[src/rtl/sds_pkg.sv]
package sds_pkg;

    typedef enum logic [1:0] {
        DISP_HOLD,
        DISP_FULL,
        DISP_DRAIN
    } disp_mode_e;

    function automatic int unsigned umin(input int unsigned a, input int unsigned b);
        return (a < b) ? a : b;
    endfunction

endpackage

[src/rtl/sds_queue.sv]
module sds_queue #(
    parameter int SYN_W   = 8,
    parameter int DEPTH   = 16,
    parameter int WIN_LEN = 4,
    parameter int CNT_W   = 5
) (
    input  logic                     clk,
    input  logic                     rst,
    input  logic                     push,
    input  logic [SYN_W-1:0]         push_data,
    input  logic [CNT_W-1:0]         pop_n,
    output logic [CNT_W-1:0]         count,
    output logic [WIN_LEN*SYN_W-1:0] win_data
);
    localparam int PTR_W = $clog2(DEPTH);

    logic [SYN_W-1:0] mem [DEPTH];
    logic [PTR_W-1:0] rd_ptr;
    logic [PTR_W-1:0] wr_ptr;

    always_ff @(posedge clk) begin
        if (push) mem[wr_ptr] <= push_data;
    end

    always_ff @(posedge clk) begin
        if (rst) begin
            rd_ptr <= '0;
            wr_ptr <= '0;
            count  <= '0;
        end else begin
            if (push) wr_ptr <= wr_ptr + 1'b1;
            rd_ptr <= rd_ptr + pop_n[PTR_W-1:0];
            count  <= count + CNT_W'(push) - pop_n;
        end
    end

    for (genvar i = 0; i < WIN_LEN; i++) begin : g_lane
        logic [PTR_W-1:0] idx;
        assign idx = rd_ptr + PTR_W'(i);
        assign win_data[i*SYN_W +: SYN_W] = (CNT_W'(i) < count) ? mem[idx] : '0;
    end

endmodule

[src/rtl/sds_backlog.sv]
module sds_backlog #(
    parameter int CNT_W     = 5,
    parameter int PERSIST_W = 8
) (
    input  logic                 clk,
    input  logic                 rst,
    input  logic                 arrive,
    input  logic [CNT_W-1:0]     count,
    input  logic [CNT_W-1:0]     thresh,
    input  logic [PERSIST_W-1:0] rounds,
    output logic                 alarm
);
    logic [PERSIST_W-1:0] streak;
    logic                 over;

    assign over = count > thresh;

    always_ff @(posedge clk) begin
        if (rst) begin
            streak <= '0;
        end else if (!over) begin
            streak <= '0;
        end else if (arrive && streak != '1) begin
            streak <= streak + 1'b1;
        end
    end

    assign alarm = (rounds != '0) && (streak >= rounds);

endmodule

[src/rtl/sds_dispatch.sv]
module sds_dispatch
    import sds_pkg::*;
#(
    parameter int WIN_LEN    = 4,
    parameter int COMMIT     = 2,
    parameter int CNT_W      = 5,
    parameter int RC_W       = 3,
    parameter int LATE_LIMIT = 16
) (
    input  logic             clk,
    input  logic             rst,
    input  logic [CNT_W-1:0] count,
    input  logic             barrier_notice,
    input  logic             req_ready,
    input  logic             rsp_valid,
    output logic             req_valid,
    output logic [RC_W-1:0]  req_count,
    output logic [CNT_W-1:0] pop_n,
    output logic             rsp_late,
    output logic             drain_done
);
    localparam int TMR_W = $clog2(LATE_LIMIT + 1);
    localparam logic [CNT_W-1:0] WIN_C = CNT_W'(WIN_LEN);
    localparam logic [CNT_W-1:0] COM_C = CNT_W'(COMMIT);

    disp_mode_e       mode;
    logic             busy;
    logic [TMR_W-1:0] timer;
    logic             drain_pending;
    logic             fire;
    logic             done_cond;

    always_comb begin
        if (busy)                             mode = DISP_HOLD;
        else if (count >= WIN_C)              mode = DISP_FULL;
        else if (drain_pending && count != 0) mode = DISP_DRAIN;
        else                                  mode = DISP_HOLD;
    end

    assign req_valid = (mode != DISP_HOLD);
    assign req_count = (count >= WIN_C) ? RC_W'(WIN_LEN) : RC_W'(count);
    assign fire      = req_valid && req_ready;

    always_comb begin
        pop_n = '0;
        if (fire) pop_n = (mode == DISP_FULL) ? COM_C : CNT_W'(umin(count, COMMIT));
    end

    assign done_cond = drain_pending && (count == 0) && !busy;

    always_ff @(posedge clk) begin
        if (rst) begin
            busy          <= 1'b0;
            timer         <= '0;
            rsp_late      <= 1'b0;
            drain_pending <= 1'b0;
            drain_done    <= 1'b0;
        end else begin
            rsp_late <= rsp_valid && busy && (timer >= TMR_W'(LATE_LIMIT));
            if (fire) begin
                busy  <= 1'b1;
                timer <= '0;
            end else if (busy) begin
                if (rsp_valid) busy <= 1'b0;
                if (timer != TMR_W'(LATE_LIMIT)) timer <= timer + 1'b1;
            end
            drain_pending <= barrier_notice || (drain_pending && !done_cond);
            drain_done    <= done_cond;
        end
    end

endmodule

[src/rtl/sds_top.sv]
module sds_top
    import sds_pkg::*;
#(
    parameter int DISTANCE   = 3,
    parameter int DEPTH      = 16,
    parameter int WIN_LEN    = 4,
    parameter int COMMIT     = 2,
    parameter int PERSIST_W  = 8,
    parameter int LATE_LIMIT = 16,
    localparam int SYN_W     = DISTANCE * DISTANCE - 1,
    localparam int CNT_W     = $clog2(DEPTH + 1),
    localparam int RC_W      = $clog2(WIN_LEN + 1)
) (
    input  logic                     clk,
    input  logic                     rst,
    input  logic                     syn_valid,
    input  logic [SYN_W-1:0]         syn_data,
    output logic                     syn_ready,
    input  logic [CNT_W-1:0]         cfg_backlog_thresh,
    input  logic [PERSIST_W-1:0]     cfg_backlog_rounds,
    input  logic                     barrier_notice,
    output logic                     req_valid,
    input  logic                     req_ready,
    output logic [WIN_LEN*SYN_W-1:0] req_window,
    output logic [RC_W-1:0]          req_count,
    input  logic                     rsp_valid,
    output logic                     rsp_late,
    output logic                     drain_done,
    output logic                     backlog_alarm,
    output logic                     overflow_err
);
    logic [CNT_W-1:0] count;
    logic [CNT_W-1:0] pop_n;
    logic             push;

    assign syn_ready = count < CNT_W'(DEPTH);
    assign push      = syn_valid && syn_ready;

    always_ff @(posedge clk) begin
        if (rst) overflow_err <= 1'b0;
        else if (syn_valid && !syn_ready) overflow_err <= 1'b1;
    end

    sds_queue #(.SYN_W(SYN_W), .DEPTH(DEPTH), .WIN_LEN(WIN_LEN), .CNT_W(CNT_W)) u_queue (
        .clk(clk), .rst(rst), .push(push), .push_data(syn_data),
        .pop_n(pop_n), .count(count), .win_data(req_window)
    );

    sds_backlog #(.CNT_W(CNT_W), .PERSIST_W(PERSIST_W)) u_backlog (
        .clk(clk), .rst(rst), .arrive(push), .count(count),
        .thresh(cfg_backlog_thresh), .rounds(cfg_backlog_rounds), .alarm(backlog_alarm)
    );

    sds_dispatch #(.WIN_LEN(WIN_LEN), .COMMIT(COMMIT), .CNT_W(CNT_W), .RC_W(RC_W),
                   .LATE_LIMIT(LATE_LIMIT)) u_dispatch (
        .clk(clk), .rst(rst), .count(count), .barrier_notice(barrier_notice),
        .req_ready(req_ready), .rsp_valid(rsp_valid), .req_valid(req_valid),
        .req_count(req_count), .pop_n(pop_n), .rsp_late(rsp_late), .drain_done(drain_done)
    );

endmodule

[config.mk]
export PLATFORM = sky130hd
export DESIGN_NAME = sds_top
export DESIGN_NICKNAME = d
export VERILOG_FILES = /design/src/rtl/sds_pkg.sv /design/src/rtl/sds_queue.sv /design/src/rtl/sds_backlog.sv /design/src/rtl/sds_dispatch.sv /design/src/rtl/sds_top.sv
export SDC_FILE = /design/constraint.sdc
export NUM_CORES = 1
export LEC_CHECK = 0
export ABC_AREA = 1
export BUFFER_PORTS_ARGS = -buffer_cell sky130_fd_sc_hd__clkbuf_2
export CAP_MARGIN = 10
export CORE_MARGIN = 2
export CORE_UTILIZATION = 40
export DETAILED_ROUTE_END_ITERATION = 10
export SLEW_MARGIN = 10
export SYNTH_ARGS = -nofsm -noshare
export SYNTH_HDL_FRONTEND = slang
export SYNTH_HIERARCHICAL = 1
export SYNTH_SLANG_ARGS = --single-unit
[constraint.sdc]
create_clock -name clk -period 2.71 [get_ports clk]
set_clock_uncertainty 0.05 [all_clocks]
set_input_delay 0.4065 -clock clk [delete_from_list [all_inputs] [get_ports clk]]
set_output_delay 0.4065 -clock clk [all_outputs]
set_load 0.01 [all_outputs]
# Word level (Yosys, flattened, before mapping)
# Memories as Yosys holds them, arrays and structs flattened. A register that Yosys moved wholly into a read port is not among the register bits.
# Cells that the tools add are included.
# word_totals
regBits,31
latch_bits,0
ramBits,128
rom_bits,0
inputBits,27
output_inout_bits,41
wordCells,73
n_memories,1
# classes
add_sub_neg,9
n_mul,0
n_div,0
magnitude_cmp,10
n_eq_ne,3
n_shift,0
n_mux,17
bitwise,1
n_reduce_logical,22
# mem_list
name,depth,word_bits,read_ports,rd_clocked_by_memory_dff,write_ports,line_no,text
u_queue.mem,16,8,4,1,1,sds_queue.sv:17,logic [SYN_W-1:0] mem [DEPTH];
# op_table
op,count
$mux W8,4
$mux W5,3
$logic_and A1 B1 Y1,11
$lt A1 B5 Y1 const A,2
$lt A2 B5 Y1 const A,2
$add A4 B1 Y4 const B,2
$add A4 B2 Y4 const B,2
$add A8 B1 Y8 const B,1
$ge A8 B8 Y1,1
$ne A8 B8 Y1 const B,1
$reduce_bool A8 Y1,1
$mux W2,3
$add A5 B1 Y5,1
$add A5 B1 Y5 const B,1
$ge A5 B3 Y1 const B,1
$ge A5 B5 Y1 const B,1
$gt A5 B5 Y1,1
$logic_not A5 Y1,1
$lt A5 B2 Y1 const B,1
$lt A5 B5 Y1 const B,1
$mux W1,5
$ne A5 B5 Y1 const B,1
$reduce_bool A5 Y1,1
$sub A5 B5 Y5,1
other kinds (10),13

# Longest topological paths before layout
# depth
word_depth,10
mapped_depth,18
ltp_nobuf,18

# Cells and area by module
# Netlist, hierarchy kept.
# by_module_without_submodules
module,n_inst,cells_per_inst,area_per_inst_um2,seq_area_each_um2
sds_queue,1,1204,8932.3,4103.9
sds_backlog,1,128,795.8,160.2
sds_dispatch,1,82,618.1,180.2
sds_top,1,7,47.5,20.0

# Worst setup path before layout
# OpenSTA, ideal clock, no wires.
# synth_timing
path_type,reg2out
start,reg u_queue.rd_ptr[1]
end,out req_window[16]
arrival_time_ps,2136
required_ps,2254
path_slack_ps,118
path_stages_with_launch,13
path_buffers,5
cell_sequence,dfxtp_1 > buf_4 > inv_1 > buf_2 > buf_2 > ha_1 > buf_2 > inv_1 > clkbuf_1 > nand3_1 > nand3_1 > nand2_1 > nor2_1
# synth_between
elab_chain_len,3
# synth_rtl
element,line_no,text
start: declaration,sds_queue.sv:18,logic [PTR_W-1:0] rd_ptr;
start signal: assignment,sds_queue.sv:32,rd_ptr <= rd_ptr + pop_n[PTR_W-1:0];
$add A4 B2 Y4,sds_queue.sv:39,assign idx = rd_ptr + PTR_W'(i);
$mem_v2 Z16 W8,--,
$mux W8,sds_queue.sv:40,assign win_data[i*SYN_W +: SYN_W] = (CNT_W'(i) < count) ? mem[idx] : '0;
end: declaration,sds_top.sv:24,"output logic [WIN_LEN*SYN_W-1:0] req_window,"
# No other way between the ends.

# Worst setup path in the final report
# layout_timing
start,reg u_queue.rd_ptr[0]
end,out req_window[28]
# Same word-level chain as after synthesis.

==> impl_metrics.json <==
{
  "setup_violations": 0,
  "cts-root-buf": "clkbuf_16",
  "avgViaCountPerCell": 5.57,
  "yosys_warnings": 6,
  "r2r-start": "u_dispatch/busy",
  "netlist_area_sq_um": 10400,
  "h-tree-depth": 4,
  "antenna_found_initial": 0,
  "clk_pin_slew_ns": 0.06,
  "dieHeight_um": 165,
  "cts_tree": "yes",
  "layout_common_cells": "nand2_1, nand3_1, nor2_1, edfxtp_1, inv_1",
  "num_rows": 58,
  "final_cells": 1850,
  "cts_buffers": 17,
  "finalCritPeriodShare_pct": 98.3,
  "endpoint_kind": "output pin",
  "synthCells": 1421,
  "io_pins": 68,
  "cp.arrival_ns": 2.21,
  "status": "finished clean",
  "cts_sinks": 159,
  "syn_area_per_cell_sq_um": 7.31,
  "dp.cells": 1805,
  "clockBufferDepth": 2,
  "route.detailed.drc": 0,
  "setup_slack_ns": 0.0449,
  "final_net_count": 1571,
  "reg2reg_setup_slack_ns": 0.25,
  "holdPathStages": 3,
  "holdPathEnd": "u_dispatch/drain_pending",
  "num_vias": 10300,
  "grt_pass1_wl_um": 51400,
  "gp_congestion": 0.907,
  "wl_um": 35200,
  "start_util_pct": 41.0,
  "final_max_slew_viol_count": 0,
  "die_area_sq_um": 27300,
  "hold_violations": 0,
  "holdCritStartpoint": "barrier_notice",
  "drt_iter0_drc": 1292,
  "rsz0062_at_grt": "yes",
  "insertion_delay_ns": 0.43,
  "grt_max_degree": 71,
  "grt_pass1_vias": 9260,
  "worstHoldPathType": "primary input to register",
  "powerDensity_nw_per_um2": 1020,
  "p_leak_nw": 5.43,
  "ant_nets": 0,
  "rr_worst_depth": 16,
  "diodes": 0,
  "yosysSeqAreaShare_pct": 43.0,
  "place_ws_ns": 0.151,
  "core-area_sq_um": 25300,
  "overflow": 0,
  "drive_gt1_share_pct": 15.8,
  "detail_route.wl_per_cell_um": 19.0,
  "path_class": "register to output pin",
  "ys_ff_latch": 159,
  "cp-start-kind": "register",
  "fin_crit_ns": 2.67,
  "portBuffers": 67,
  "final_common_cell": "nand2_1",
  "cp.required_ns": 2.25,
  "die_w_um": 165,
  "dr.pass1.iters": 6,
  "synth_cell_types": 36,
  "peakVddDrop_uv": 667,
  "cap_violations": 0,
  "worst-path-max-fanout": 12,
  "area_growth_pct": 18.0,
  "grt.total_usage_pct": 25.2,
  "clock.fmax_mhz": 375,
  "rr_endpoint": "u_queue/count[4]",
  "hpwl_um": 22600,
  "total_power_w": 0.0125
}
layer usage:
metal  part of all wire, %  wire length, um  global-route usage, %  vias to the layer above
li1                      -                -                      -                     4895
met1                    42            14700                   33.9                     4770
met3                   9.3             3290                   4.15                       63
met4                   2.6              918                   8.22                        0
met2                    46            16300                   41.5                      584
met5                     0                0                      0                        -
how the worst max path moves through the flow:
stage | startpoint | end | slack, ns | cells after the start
CTS | u_queue/rd_ptr[0] | req_window[4] | -0.001 | 10
global placement | u_queue/count[2] | u_queue/count[4] | 0.24 | 16
finish | u_queue/rd_ptr[0] | req_window[28] | 0.04 | 10
global route | u_queue/rd_ptr[0] | req_window[9] | -0.04 | 11
detailed placement | u_queue/count[2] | u_queue/count[4] | 0.15 | 16
floorplan | u_queue/rd_ptr[1] | req_window[16] | 0.12 | 12
logic make-up (layout without fill, tap and decap cells):
group	after synthesis	after routing	share of synthesized area, %
compound gates	46	46	2.37
xor+xnor	8	8	0.891
fa+ha+maj	37	37	4.60
buf+inv	158	255	7.05
flops	159	159	43.0
other cells	1	3	0.0361
simple gates	1012	1012	42.1
where the power goes:
group	switching [W]	internal, W	total [W]	leakage [nW]
Combinational	0.00457	0.00252	0.00709	3.71
Clock	0.00100	0.00151	0.00251	0.307
Sequential	0.000110	0.00277	0.00288	1.41
Total	0.00568	0.00680	0.0125	5.43
Yosys cell counts:
master / n / share of area (%)
o21ai_1: 1 / 0.048
o21ai_2: 1 / 0.084
clkinv_1: 1 / 0.036
inv_4: 2 / 0.12
nand2_2: 11 / 0.66
nor2_1: 173 / 6.2
nand3_1: 356 / 17
clkbuf_1: 19 / 0.69
nor2_4: 2 / 0.22
xor2_1: 3 / 0.25
xnor2_1: 2 / 0.17
nand4_1: 3 / 0.18
dfxtp_1: 31 / 6.0
nand3_2: 2 / 0.19
o21ai_0: 17 / 0.82
conb_1: 1 / 0.036
ha_1: 35 / 4.2
nor4_1: 5 / 0.30
xor2_2: 3 / 0.47
buf_1: 5 / 0.18
nand3b_1: 2 / 0.14
nor3_1: 3 / 0.14
buf_2: 24 / 1.2
inv_1: 70 / 2.5
edfxtp_1: 128 / 37
a21oi_1: 23 / 1.1
buf_4: 24 / 1.7
nand2_1: 443 / 16
inv_2: 11 / 0.40
buf_6: 2 / 0.22
nor2_2: 9 / 0.54
nand2_4: 3 / 0.33
fa_1: 2 / 0.39
a21o_1: 1 / 0.072
a21oi_2: 2 / 0.17
o21a_1: 1 / 0.072
layout make-up:
cell class / count / area (sq um)
repair buffers: 139 / 1130
inverters: 84 / 342
flip-flops and latches: 159 / 4470
clock buffers: 26 / 552
fillers: 2498 / 13100
clock inverters: 6 / 67.6
well taps: 330 / 413
multi-input cells: 1106 / 5290
metrics by stage:
stage	TNS (ns)	utilization [%]	hold WS, ns	instance area (sq um)
final	0	48.4	0.144	12300
after global routing	-0.195	48.4	0.163	12300
after CTS	-0.00123	47.1	0.134	11900
after detailed placement	0	44.4	0.400	11200
after global placement	0	44.4	0.399	11200
after floorplan	0	-	0.383	10400
registers in the layout, indices dropped and copies added (netlist names):
register	count
u_queue/mem	128
u_backlog/streak	8
u_dispatch/timer	5
u_queue/count	5
u_queue/rd_ptr	4
u_queue/wr_ptr	4
overflow_err	1
u_dispatch/busy	1
u_dispatch/drain_done	1
u_dispatch/drain_pending	1
u_dispatch/rsp_late	1
worst max-delay path, cell delays in order (launching register included):
cell	delay [ns]
dfxtp_4	0.41
clkinv_4	0.09
ha_4	0.35
inv_8	0.07
clkbuf_16	0.18
nand3_1	0.09
nand3_1	0.10
nand3_1	0.10
nand2_1	0.09
nor2_4	0.18
buf_6	0.12
timing repair:
item | 4_1_cts | 5_1_grt
resized for setup | 9 | 48
endpoints found under the setup margin | 18 | 30
pin swaps | 0 | 10
setup buffers | 1 | 5
cloned | 0 | 7
hold buffers | 0 | 0
(Power assumes the default switching activity.)
